<file path="src/rtl/ovl_pkg.sv">
package ovl_pkg;
  localparam int COORD_W = 10;
  typedef logic [COORD_W-1:0] coord_t;
  typedef logic [15:0] rgb565_t;

  function automatic rgb565_t pack565(input logic [4:0] r, input logic [5:0] g, input logic [4:0] b);
    return {r, g, b};
  endfunction

  function automatic rgb565_t border_color();
    return pack565(5'd0, 6'd0, 5'h1F);
  endfunction

  function automatic rgb565_t black_color();
    return pack565(5'd0, 6'd0, 5'd0);
  endfunction

  function automatic logic coord_match(input coord_t ax, input coord_t ay,
                                       input coord_t bx, input coord_t by);
    return (ax == bx) && (ay == by);
  endfunction
endpackage

</file>
<file path="src/rtl/ovl_frame_ctl.sv">
module ovl_frame_ctl #(
  parameter int LIST_DEPTH = 800,
  localparam int IW = $clog2(LIST_DEPTH + 1)
) (
  input  logic                clk,
  input  logic                rst_n,
  input  logic                vblank,
  input  logic [IW-1:0]       list_len,
  input  ovl_pkg::rgb565_t    line_color,
  output logic                frame_start,
  output logic [IW-1:0]       len_q,
  output ovl_pkg::rgb565_t    color_q
);
  logic vblank_q;

  assign frame_start = vblank && !vblank_q;

  always_ff @(posedge clk) begin
    if (!rst_n) begin
      vblank_q <= 1'b0;
      len_q    <= '0;
      color_q  <= '0;
    end else begin
      vblank_q <= vblank;
      if (frame_start) begin
        color_q <= line_color;
        len_q   <= (list_len > IW'(LIST_DEPTH)) ? IW'(LIST_DEPTH) : list_len;
      end
    end
  end
endmodule

</file>
<file path="src/rtl/ovl_list_walker.sv">
module ovl_list_walker #(
  parameter int LIST_DEPTH = 800,
  localparam int IW = $clog2(LIST_DEPTH + 1),
  localparam int AW = $clog2(LIST_DEPTH)
) (
  input  logic             clk,
  input  logic             rst_n,
  input  logic             frame_start,
  input  logic             vblank,
  input  logic             active,
  input  ovl_pkg::coord_t  col,
  input  ovl_pkg::coord_t  row,
  input  ovl_pkg::coord_t  rd_x,
  input  ovl_pkg::coord_t  rd_y,
  input  logic [IW-1:0]    len_q,
  output logic [AW-1:0]    rd_addr,
  output logic [IW-1:0]    idx,
  output logic             hit,
  output logic             dup
);
  import ovl_pkg::*;

  logic [IW-1:0] idx_q, idx_n;
  coord_t        prev_x, prev_y;
  logic          prev_ok;
  logic          in_range;

  assign in_range = idx_q < len_q;
  assign dup = !frame_start && in_range && prev_ok && coord_match(rd_x, rd_y, prev_x, prev_y);
  assign hit = !frame_start && !vblank && active && in_range && !dup
               && coord_match(col, row, rd_x, rd_y);

  always_comb begin
    if (frame_start)      idx_n = '0;
    else if (hit || dup)  idx_n = idx_q + IW'(1);
    else                  idx_n = idx_q;
  end

  // Address leads the index register by one cycle: memory data lines up with idx_q.
  assign rd_addr = AW'(idx_n);
  assign idx     = idx_q;

  always_ff @(posedge clk) begin
    if (!rst_n) begin
      idx_q   <= '0;
      prev_x  <= '0;
      prev_y  <= '0;
      prev_ok <= 1'b0;
    end else begin
      idx_q <= idx_n;
      if (frame_start) begin
        prev_ok <= 1'b0;
      end else if (hit) begin
        prev_x  <= rd_x;
        prev_y  <= rd_y;
        prev_ok <= 1'b1;
      end
    end
  end
endmodule

</file>
<file path="src/rtl/ovl_color_mux.sv">
module ovl_color_mux (
  input  logic              clk,
  input  logic              rst_n,
  input  logic              vblank,
  input  logic              active,
  input  logic              hit,
  input  ovl_pkg::rgb565_t  color_q,
  input  ovl_pkg::rgb565_t  bg_pix,
  output ovl_pkg::rgb565_t  pix,
  output logic              blank
);
  import ovl_pkg::*;

  rgb565_t pix_n;

  always_comb begin
    if (vblank)       pix_n = black_color();
    else if (!active) pix_n = border_color();
    else if (hit)     pix_n = color_q;
    else              pix_n = bg_pix;
  end

  always_ff @(posedge clk) begin
    if (!rst_n) begin
      pix   <= '0;
      blank <= 1'b1;
    end else begin
      pix   <= pix_n;
      blank <= vblank;
    end
  end
endmodule

</file>
<file path="src/rtl/pixlist_overlay.sv">
module pixlist_overlay #(
  parameter int LIST_DEPTH = 800,
  localparam int IW = $clog2(LIST_DEPTH + 1),
  localparam int AW = $clog2(LIST_DEPTH),
  localparam int CW = ovl_pkg::COORD_W
) (
  input  logic          clk,
  input  logic          rst_n,
  input  logic [CW-1:0] col_i,
  input  logic [CW-1:0] row_i,
  input  logic          active_i,
  input  logic          vblank_i,
  input  logic [15:0]   line_color_i,
  input  logic [15:0]   bg_pix_i,
  input  logic [IW-1:0] list_len_i,
  output logic [AW-1:0] rd_addr_o,
  input  logic [CW-1:0] rd_x_i,
  input  logic [CW-1:0] rd_y_i,
  output logic [15:0]   pix_o,
  output logic          blank_o
);
  logic          frame_start;
  logic [IW-1:0] len_q;
  logic [15:0]   color_q;
  logic [IW-1:0] idx;
  logic          hit;
  logic          dup;

  ovl_frame_ctl #(.LIST_DEPTH(LIST_DEPTH)) u_frame (
    .clk(clk), .rst_n(rst_n), .vblank(vblank_i), .list_len(list_len_i),
    .line_color(line_color_i), .frame_start(frame_start), .len_q(len_q), .color_q(color_q)
  );

  ovl_list_walker #(.LIST_DEPTH(LIST_DEPTH)) u_walk (
    .clk(clk), .rst_n(rst_n), .frame_start(frame_start), .vblank(vblank_i),
    .active(active_i), .col(col_i), .row(row_i), .rd_x(rd_x_i), .rd_y(rd_y_i),
    .len_q(len_q), .rd_addr(rd_addr_o), .idx(idx), .hit(hit), .dup(dup)
  );

  ovl_color_mux u_mux (
    .clk(clk), .rst_n(rst_n), .vblank(vblank_i), .active(active_i), .hit(hit),
    .color_q(color_q), .bg_pix(bg_pix_i), .pix(pix_o), .blank(blank_o)
  );
endmodule

</file>
<file path="config.mk">
export PLATFORM = sky130hd
export DESIGN_NAME = pixlist_overlay
export DESIGN_NICKNAME = d
export VERILOG_FILES = /design/src/rtl/ovl_pkg.sv /design/src/rtl/ovl_frame_ctl.sv /design/src/rtl/ovl_list_walker.sv /design/src/rtl/ovl_color_mux.sv /design/src/rtl/pixlist_overlay.sv
export SDC_FILE = /design/constraint.sdc
export NUM_CORES = 1
export LEC_CHECK = 0
export BUFFER_PORTS_ARGS = -buffer_cell sky130_fd_sc_hd__buf_2
export CORE_MARGIN = 2
export CORE_UTILIZATION = 54
export CTS_BUF_LIST = sky130_fd_sc_hd__clkbuf_8
export DETAILED_ROUTE_END_ITERATION = 12
export PLACE_DENSITY = 0.83
export SYNTH_ARGS = -nofsm -noshare
export SYNTH_HDL_FRONTEND = slang
export SYNTH_SLANG_ARGS = --single-unit
</file>
<file path="constraint.sdc">
create_clock -name clk -period 2.85 [get_ports clk]
set_clock_uncertainty 0.05 [all_clocks]
set_input_delay 0.285 -clock clk [delete_from_list [all_inputs] [get_ports clk]]
set_output_delay 0.285 -clock clk [all_outputs]
set_load 0.01 [all_outputs]
</file>
; ---- Word-level counts from Yosys, hierarchy flattened
; Index checks and enable logic that the tools add are counted.
[totals]
regBits = 75
output_inout_bits = 27
[classes]
n_mux = 5
magnitude_cmp = 2
bitwise = 3
n_reduce_logical = 20
addsub = 1
n_eq_ne = 4
[ops]
columns = op, count
row1 = 10-bit == test, 4
row2 = 10-bit 2-to-1 mux, 3
row3 = 16-bit 2-to-1 mux, 1
row4 = 1-bit logical AND, 11
row5 = "10-bit by 1-bit adder with 10-bit output, second input constant", 1
row6 = "10-bit greater-than comparator, second input constant", 1
row7 = 10-bit less-than comparator, 1
row8 = 5-bit 2-to-1 mux, 1
row9 = 1-bit logical NOT, 4
row10 = 2-bit OR reduction, 2
row11 = 1-bit NOT, 3
row12 = 3-bit OR reduction, 1
row13 = 2-bit AND reduction, 1
row14 = 1-bit logical OR, 1

; ---- Depth between registers and ports, before layout
; Gate-level depths: netlist (run 1).
[logic_depth]
depth_word = 12
mapped_depth = 9
depth_no_buf = 8

; ---- By module
; Synthesis (run 1) repeated with hierarchy kept, for this count alone.
[unflattened]
cells_unflattened = 441
hier_area_um2 = 3912.5
[by_module_without_submodules]
columns = mod, cells_per_inst, instances, seq_area_each_um2, area_each_um2
row1 = ovl_list_walker, 268, 1, 620.6, 2174.6
row2 = ovl_frame_ctl, 119, 1, 540.5, 1121.1
row3 = ovl_color_mux, 54, 1, 340.3, 616.8

; ---- Worst setup path after synthesis (run 1)
; OpenSTA, ideal clock, no wires.
[synth_timing]
path_type = flip-flop to output port
from = register u_frame.len_q[9]
to = output rd_addr_o[2]
path_stages_with_launch = 10
setup_slack_ns = 0.347
arrival_ns = 2.168
t_required_ns = 2.515
n_path_buf = 1
path_cell_list = dfxtp_1 -> inv_1 -> ha_1 -> and4_1 -> nand2_1 -> a21oi_1 -> a211o_1 -> clkbuf_1 -> nor3b_1 -> mux2i_1
[synth_between]
elab_chain_cells = 10
elab_cells_between_ends = 11
cone_classes = order compare: 1 / mux: 2 / reduce/logical: 8
[synth_rtl]
columns = item, line_no
row1 = from (decl), ovl_frame_ctl.sv:11  ; output logic [IW-1:0] len_q,
row2 = from (signal assigned), ovl_frame_ctl.sv:27  ; len_q <= (list_len > IW'(LIST_DEPTH)) ? IW'(LIST_DEPTH) : list_len;
row3 = 10-bit less-than comparator (*), ovl_list_walker.sv:28  ; assign in_range = idx_q < len_q;
row4 = 1-bit logical AND (3 in a row), ovl_list_walker.sv:29  ; assign dup = !frame_start && in_range && prev_ok && coord_match(rd_x, rd_y, prev_x, prev_y);
row5 = 1-bit logical NOT, ovl_list_walker.sv:30  ; assign hit = !frame_start && !vblank && active && in_range && !dup
row6 = 1-bit logical AND, ovl_list_walker.sv:30
row7 = 1-bit logical AND, ovl_list_walker.sv:31  ; && coord_match(col, row, rd_x, rd_y);
row8 = 1-bit logical OR (*), ovl_list_walker.sv:35  ; else if (hit || dup) idx_n = idx_q + IW'(1);
row9 = 10-bit 2-to-1 mux (*), ovl_list_walker.sv:35
row10 = 10-bit 2-to-1 mux (*), ovl_list_walker.sv:34  ; if (frame_start) idx_n = '0;
row11 = to (decl), pixlist_overlay.sv:16  ; output logic [AW-1:0] rd_addr_o,
; Mark *: on every way between the ends. The rest lies on a longest branch, timed or not.

; ---- Worst setup path in the final report (run 1)
[layout_timing]
from = register u_walk.prev_x[6]
to = output rd_addr_o[9]
[layout_between]
elab_chain_cells = 9
[layout_rtl]
columns = item, line_no
row1 = from (decl), ovl_list_walker.sv:24  ; coord_t prev_x, prev_y;
row2 = from (signal assigned), ovl_list_walker.sv:54  ; prev_x <= rd_x;
row3 = 10-bit == test (*), ovl_pkg.sv:20  ; return (ax == bx) && (ay == by);
row4 = 1-bit logical AND (*), ovl_pkg.sv:20
row5 = 1-bit logical AND (*), ovl_list_walker.sv:29
row6 = 1-bit logical NOT, ovl_list_walker.sv:30
row7 = 1-bit logical AND, ovl_list_walker.sv:30
row8 = 1-bit logical AND, ovl_list_walker.sv:31
row9 = 1-bit logical OR (*), ovl_list_walker.sv:35
row10 = 10-bit 2-to-1 mux (*), ovl_list_walker.sv:35
row11 = 10-bit 2-to-1 mux (*), ovl_list_walker.sv:34
; Marked as above.

==> results.txt, run 1 <==
- H-tree depth: 3
- The final route contains 4092 vias.
* Post-route ant nets: 0
* Highest fanout seen on the critical path: 5
- Number of max-slew violations in the final report: 0
- After filler insertion, the fill cell instance count of the layout stands at around 460.
- Dividing the final minimum period by the clock period gives 1.05.
- At the pin with the least slew margin, the transition time is 746 ps.
- Antenna violations before repair: 0
- Later-pin clock latency in the skew report: 360 ps
- Prevailing post-synth register cell: sky130_fd_sc_hd__dfxtp_1
- Highest Clock Rate: 335 MHz
- The worst register-to-register path has a depth of 6.
* Horizontal die dimension: 88.3 um
* Clock buffers created by TritonCTS: 9
- Most numerous cell in the Yosys netlist: sky130_fd_sc_hd__dfxtp_1
- Global-route layer with the greatest usage: met2
- Mapped Cells: between 400 and 500
- R2R Path End: u_walk.prev_x[9]$_SDFFE_PN0P_
* GRT Residual Overflow: 0
* Clk buf depth: 2
- In the routed layout, each cell is associated on average with a via count of roughly 6.1.
* Post-synthesis instance area: 3840 um^2
- Final-report hold violation count: 0
* Number of max-cap violations: 0
* EDFF count, synth: 0
- The pre-antenna-repair detailed-routing pass consisted of 5 iterations.
- Count of inserted antenna diode cells: 0
- Worst hold margin: roughly 80 ps
- Setup slack on the critical path of the routed design comes to -132 ps.
- Leading area contributor after synthesis: sky130_fd_sc_hd__dfxtp_1
- Combined area of the multi-input logic cells: around 2500 um^2
- The net count of the finished layout is 664.
- Violated checks: negative setup slack
- By startpoint and endpoint, the worst setup path is classified as reg2out.
- The worst register-to-register path begins at u_walk.prev_x[3]$_SDFFE_PN0P_.
- Core region area: a little under 7000 um^2
- The number of nets handed over by synthesis was 536.
- Critical path startpoint category: flip-flop
- The worst setup path is captured at an output pin.
- The run finished, with violations left.
- Met1 Usage GRT: 0.329
- The clock drives 75 sinks.
- Final count of negative-setup-slack endpoints: 6
- IO Port Bufs: 112
* Met3 GRT Util: 0.0690
- In this run the most critical hold path is launched from line_color_i[6].
- I/O pin total: 113
- After synthesis the netlist holds a flip-flop and latch count of 75.
- At the worst endpoint, the required time is 2520 ps.
- Warning count from the yosys run: 0
* Total global-route track usage: 0.263
- Die height: between 80 and 90 um
- After floorplanning, the core was divided into 30 placement rows.
- Relative to the synthesized area, the layout overhead comes to 37.0%.
- Number of different library cells in the post-synthesis netlist: 40
- Syn Area/Cell: 8.72 um^2
- Top cells by area, synth: sky130_fd_sc_hd__dfxtp_1, sky130_fd_sc_hd__a22o_1, sky130_fd_sc_hd__mux2i_1
- Routed wire length: 12500 um
* Worst IR Drop VDD: 0.337 mV
- For the worst setup path, the data arrival time is 2650 ps.
- FFs w/ async S/R, synth: 0
* Global routing usage on met2: 0.436
- Registers take about 1500 um^2.
- The floorplan step defined a die boundary enclosing 7800 um^2.
- Dividing the detail-routed wire length by the instance count gives 18.6 um.
- The tree is rooted in a sky130_fd_sc_hd__clkbuf_8.
- Area share of the largest cell type after synthesis: 0.391
* Sequential area share after synthesis: 0.391
* Layout cell share with drive strength beyond 1: 0.400
* DRC viols: 0
* Number of global-route vias before repair: approximately 3500
- Setup repair after global routing missed its margin: true
- Entering global routing, the biggest net connects 47 pins.
- For the finished layout, the period the worst path requires is 2980 ps.
- TritonCTS built the clock tree.
- Slack of the worst reg-to-reg path: 380 ps
* Worst slack, placed: 79.9 ps
- Min-delay worst type: in2reg
- The worst pin sits at a relative slew slack of 0.502.
- PD cells: 441 nW/um^2
- Global-route wire length before repair: between 15000 and 20000 um
- The most critical setup path has its startpoint at u_walk.prev_x[6]$_SDFFE_PN0P_.
- In this run the worst setup path terminates at rd_addr_o[9].
- The wire-length estimate of the detail-placed layout is just over 7000 um.
* Leakage power of the design: 2.16 nW
- Starting utilization of the core area: 0.562
- Top cells by instance count after synthesis: sky130_fd_sc_hd__dfxtp_1, sky130_fd_sc_hd__nand3_1, sky130_fd_sc_hd__o21ai_0
- Final GP Congestion: 0.893
* Clk slew on worst S/H paths: approximately 80 ps
- Number of DRC violations after detailed-routing iteration 0: 347
-- how the worst min path moves through the flow --
stage / endpoint / cells past startpoint
floorplan: u_frame.color_q[0]$_SDFFE_PN0P_ / 1
global placement: u_frame.len_q[6]$_SDFFE_PN0P_ / 1
detailed placement: u_mux.pix[8]$_SDFF_PP0_ / 2
CTS: u_frame.color_q[6]$_SDFFE_PN0P_ / 2
global route: u_frame.color_q[7]$_SDFFE_PN0P_ / 2
finish: u_frame.color_q[6]$_SDFFE_PN0P_ / 2
-- flip-flops by register name (all words and copies together) (netlist names) --
signal            count
u_frame.color_q      16
u_frame.len_q        10
u_frame.vblank_q      1
u_mux.blank           1
u_mux.pix            16
u_walk.idx           10
u_walk.prev_ok        1
u_walk.prev_x        10
u_walk.prev_y        10
-- critical path: stages, from the launching register on --
cell	delay [ps]
sky130_fd_sc_hd__dfxtp_1	330
sky130_fd_sc_hd__xnor2_1	280
sky130_fd_sc_hd__nand3_1	210
sky130_fd_sc_hd__nor4_4	260
sky130_fd_sc_hd__buf_4	190
sky130_fd_sc_hd__a32oi_4	90
sky130_fd_sc_hd__nor4_2	340
sky130_fd_sc_hd__buf_4	190
sky130_fd_sc_hd__mux2i_4	260
sky130_fd_sc_hd__buf_6	130
-- logic make-up (layout without fill, tap and decap cells) --
family	after synthesis	in the layout	synth area share
DFF	75	75	0.391
muxes	20	20	0.0522
xor gates and xnor gates	40	40	0.0913
AOI/OAI and AO/OA	118	120	0.198
buffers and inverters	40	170	0.0463
adders and majority gates	10	10	0.0326
and+or+nand+nor	137	137	0.189
-- final cells by class --
| cell class | instances | share of cell area |
|---|---|---|
| inverters | 13 | 0.00928 |
| clock buffers | 9 | 0.0235 |
| multi-input cells | 327 | 0.484 |
| well taps | 96 | 0.0228 |
| clock inverters | 6 | 0.0124 |
| flip-flops and latches | 75 | 0.294 |
| repair buffers | 142 | 0.154 |
-- routing by layer --
| layer | part of all wire | wire [um] | vias to the layer above |
|---|---|---|---|
| li1 | - | - | 1842 |
| met1 | 0.38 | 4710 | 1935 |
| met2 | 0.49 | 6070 | 258 |
| met3 | 0.095 | 1180 | 57 |
| met4 | 0.039 | 487 | 0 |
| met5 | 0 | 0 | - |
-- layout by cell type (no fill, tap or decap), drive strengths merged, types with 7 or more instances in the layout --
master / instances
mux2i: 20
dfxtp: 75
nor4: 12
ha: 10
nand3: 38
nand2b: 20
xnor2: 19
nor2: 7
a21boi: 11
a22o: 23
nand2: 33
a21oi: 31
inv: 14
nand4: 8
xor2: 21
nor3: 7
buf: 142
o21ai: 38
clkbuf: 9
-- what timing repair did --
action	4_1_cts	5_1_grt
pin swaps	8	26
gates cloned	1	1
setup buffers	1	18
hold buffers	0	0
resized for setup	32	55
setup endpoints to repair	8	9
-- per-stage QoR --
| step | std cells | util | setup TNS [ps] | total power (W) | area, um^2 |
|---|---|---|---|---|---|
| CTS | 649 | 0.708 | 0 | 0.00226 | 4840 |
| floorplan | 440 | - | 0 | 0.00130 | 3840 |
| detailed placement | 632 | 0.658 | 0 | 0.00144 | 4500 |
| global placement | 632 | 0.658 | 0 | 0.00144 | 4500 |
| global route | 668 | 0.770 | -1070 | 0.00240 | 5260 |
| finish | 668 | 0.770 | -376 | 0.00232 | 5260 |
-- where the power goes --
part / internal [W] / switching [W]
Sequential: 0.00107 / 0.0000164
Combinational: 0.000170 / 0.000250
Clock: 0.000401 / 0.000412
Power figures use the tool's default switching activity.
==> run 2: changes to the inputs <==
--- a/config.mk
+++ b/config.mk
@@ -6,11 +6,13 @@
 export NUM_CORES = 1
 export LEC_CHECK = 0
 export BUFFER_PORTS_ARGS = -buffer_cell sky130_fd_sc_hd__buf_2
+export CELL_PAD_IN_SITES_DETAIL_PLACEMENT = 0
+export CELL_PAD_IN_SITES_GLOBAL_PLACEMENT = 1
 export CORE_MARGIN = 2
-export CORE_UTILIZATION = 54
+export CORE_UTILIZATION = 39
 export CTS_BUF_LIST = sky130_fd_sc_hd__clkbuf_8
 export DETAILED_ROUTE_END_ITERATION = 12
-export PLACE_DENSITY = 0.83
+export PLACE_DENSITY = 0.82
 export SYNTH_ARGS = -nofsm -noshare
 export SYNTH_HDL_FRONTEND = slang
 export SYNTH_SLANG_ARGS = --single-unit
==> results.txt, run 2 (synthesized netlist as in run 1, its figures left out) <==
* Hold buffers post-CTS: 0 (unchanged)
- The global placement routability congestion was 0.820 (-8.2%).
- The peak ir drop on the vdd network came to 0.212 mV (-37%).
* Initial DRT Pass Iterations: 4 (-1)
- Required time of the critical path: 2520 ps (about the same)
* Beginning of the critical path: u_frame.len_q[4]$_SDFFE_PN0P_
* Kind of capture point of the worst setup path: output pin
- Leakage power of the design: 2.09 nW (-3.0%)
- Number of DRC violations after detailed-routing iteration 0: 159 (-54%)
- Outcome: finished, violations left
- Most used cells in the layout excluding fill and tap cells: sky130_fd_sc_hd__buf_2, sky130_fd_sc_hd__dfxtp_1, sky130_fd_sc_hd__nand3_1
- The floorplan die width was 103 um (+17%).
- Traced cell by cell, the critical path runs through inv_1, ha_4, a21oi_4, a21oi_4, a211o_4, buf_4, nor4b_2, buf_4, mux2i_1, buf_2.
- I/O pin total: 113 (unchanged)
- Routed wire length: 10900 um (-12%)
* Clk buf depth: 2 (unchanged)
* Layout cell share with drive strength beyond 1: 0.367 (-0.0333)
- Clk slew on worst S/H paths: 90 ps (about the same)
* Violated checks: negative setup slack
- The hold violation count in the final report is 0 (unchanged).
- Net count of the finished layout: 655 (-1.4%)
- Largest net degree at the start of global routing: 43 (-8.5%)
- Critical path buffers and inverters: 4 (+1)
- The number of remaining DRC errors came to 0 (unchanged).
- Floorplan row count: 36 (+20%)
* TritonCTS clock tree: done
* Total global-route track usage: 0.197 (-0.0659)
- Global-route wire length before repair: 16400 um (+1.4%)
- The maximum clock frequency is 350 MHz (+4.3%).
- Path length in cells of the critical path: 10 (+1)
* Worst Max-Slew Pin Slew: 733 ps (-12.8 ps)
* Worst rel slew slack: 0.510 (+0.00730)
* Clock buffers created by TritonCTS: 9 (unchanged)
- The path class of the tightest hold or removal check is in2reg.
* Final cell area excluding filler cells: 5110 um^2 (-2.8%)
* Final Critical Period: 2860 ps (-122 ps)
- The worst setup path is launched from a flip-flop.
- Source of the worst register-to-register timing path: u_walk.prev_y[7]$_SDFFE_PN0P_
- Count of inserted antenna diode cells: 0 (unchanged)
* Standard cell with the maximum stage delay on the critical path: sky130_fd_sc_hd__dfxtp_1
- The smallest hold slack was 92.9 ps (+12.7 ps).
- The largest stage delay on the critical path was 350 ps (about the same).
* Final count of negative-setup-slack endpoints: 1 (-5)
- The total power of the final layout is 0.00224 W (-3.7%).
- The number of port buffers is 112 (unchanged).
- The effective utilization at floorplan is 0.396 (-0.166).
* GRT Residual Overflow: 0 (unchanged)
- Setup repair after global routing missed its margin: true
* Top routing layer in use: met5
- The length of routed met2 wiring was 5150 um (-15%).
* Worst slack, placed: 105 ps (+25.6 ps)
* Crit share post-route: 1.00 (-0.0429)
- The met3 wire length came to 619 um (-47%).
- The endpoint identified for the worst register-to-register timing path is u_walk.prev_x[9]$_SDFFE_PN0P_.
* Number of max-cap violations: 0 (unchanged)
- Wire length on met1: 5020 um (+6.4%)
- The library cell used most frequently in the layout, excluding fill and tap cells, is sky130_fd_sc_hd__buf_2.
* Instance area at placement: 4550 um^2 (+1.1%)
- The via count of the first global-routing pass is 3382 (-2.2%).
- Total die area: 10700 um^2 (+37%)
- The later-pin clock latency in the skew report was 350 ps (about the same).
- The top fanout value on the critical path was 6 (+1).
* Slack of the worst reg-to-reg path: 480 ps (+100 ps)
- The core area is 9680 um^2 (+42%).
* Antenna violations before repair: 1 (+1)
- Critical path type: reg2out
- H-tree depth: 3 (unchanged)
- Sinks on the clock net: 75 (unchanged)
- Average via count per standard cell: 5.29 (-14%)
- The data arrival time at the worst-slack endpoint was 2520 ps (-130 ps).
* PD cells: 437 nW/um^2 (-0.92%)
- Area Overhead vs Synth: 33.2%
- The antenna violation net count after detailed routing came to 0 (unchanged).
- The total half-perimeter wirelength after legalization and detailed placement came to 7370 um (+2.0%).
* Number of max-slew violations in the final report: 0 (unchanged)
* Register-to-Register Path Depth: 6 (unchanged)
- Broken down by cell family, the worst path's largest delay share belongs to compound AO/OA/AOI/OAI gates.
- The setup TNS was -9.70 ps (+366 ps).
- Clock root buffer: sky130_fd_sc_hd__clkbuf_8
- The largest registers in the layout are u_frame.color_q: 16 flops, u_mux.pix: 16 flops.
* Routed vias: 3686 (-9.9%)
* Final critical-path setup slack: -9.70 ps (+122 ps)
* Average routed wire per standard cell: 15.7 um (-16%)
- CP Capture Point: rd_addr_o[4]
- The floorplan die height was 103 um (+17%).
==> run 2: changes by cell type in the layout (fill, tap and decap cells not counted), sizes merged <==
cell	delta
buf	-7
inv	+2
a211o	-1
a32oi	-1
bufinv	-1
clkbuf	+1
clkinvlp	-1
==> run 2: where the power goes <==
part / leakage, nW / total (W) / switching (W) / internal, W
Clock: 0.0982 / 0.000757 / 0.000416 / 0.000342
Sequential: 0.619 / 0.00109 / 0.0000137 / 0.00108
Combinational: 1.37 / 0.000389 / 0.000230 / 0.000159
==> run 2: final cells by class <==
type                       count  area, um^2
clock buffer                  10         138
clock inverter                 6        40.0
fill                         905        4570
inverter                      13        48.8
multi-input combinational    325        2460
sequential                    75        1530
tap                          133         166
timing repair buffer         135         734
==> run 2: what timing repair did <==
item,in CTS,in global routing
setup endpoints to repair,8,7
resized for setup,37,30
setup buffers,7,2
pin swaps,9,12
cloned,0,1
==> run 2: per-layer routing <==
layer  track usage  up-vias
met4        0.0638        2
li1              -     1828
met2         0.325      120
met3        0.0437       15
met1         0.258     1721
met5             0        -
==> run 2: per-stage QoR <==
step	util	cells
detailed placement	0.470	671
finish	0.528	697
CTS	0.507	694
floorplan	-	440
global route	0.528	697
global placement	0.470	671
==> run 2: how the worst min path moves through the flow <==
stage                                  startpoint                                to  slack, ps  cells past startpoint
floorplan                         line_color_i[0]   u_frame.color_q[0]$_SDFFE_PN0P_        360                      1
global placement    u_frame.len_q[6]$_SDFFE_PN0P_     u_frame.len_q[6]$_SDFFE_PN0P_        400                      1
detailed placement  u_frame.len_q[6]$_SDFFE_PN0P_     u_frame.len_q[6]$_SDFFE_PN0P_        410                      1
CTS                               line_color_i[6]   u_frame.color_q[6]$_SDFFE_PN0P_         70                      2
global route                      line_color_i[7]   u_frame.color_q[7]$_SDFFE_PN0P_         90                      2
finish                           line_color_i[13]  u_frame.color_q[13]$_SDFFE_PN0P_         90                      2
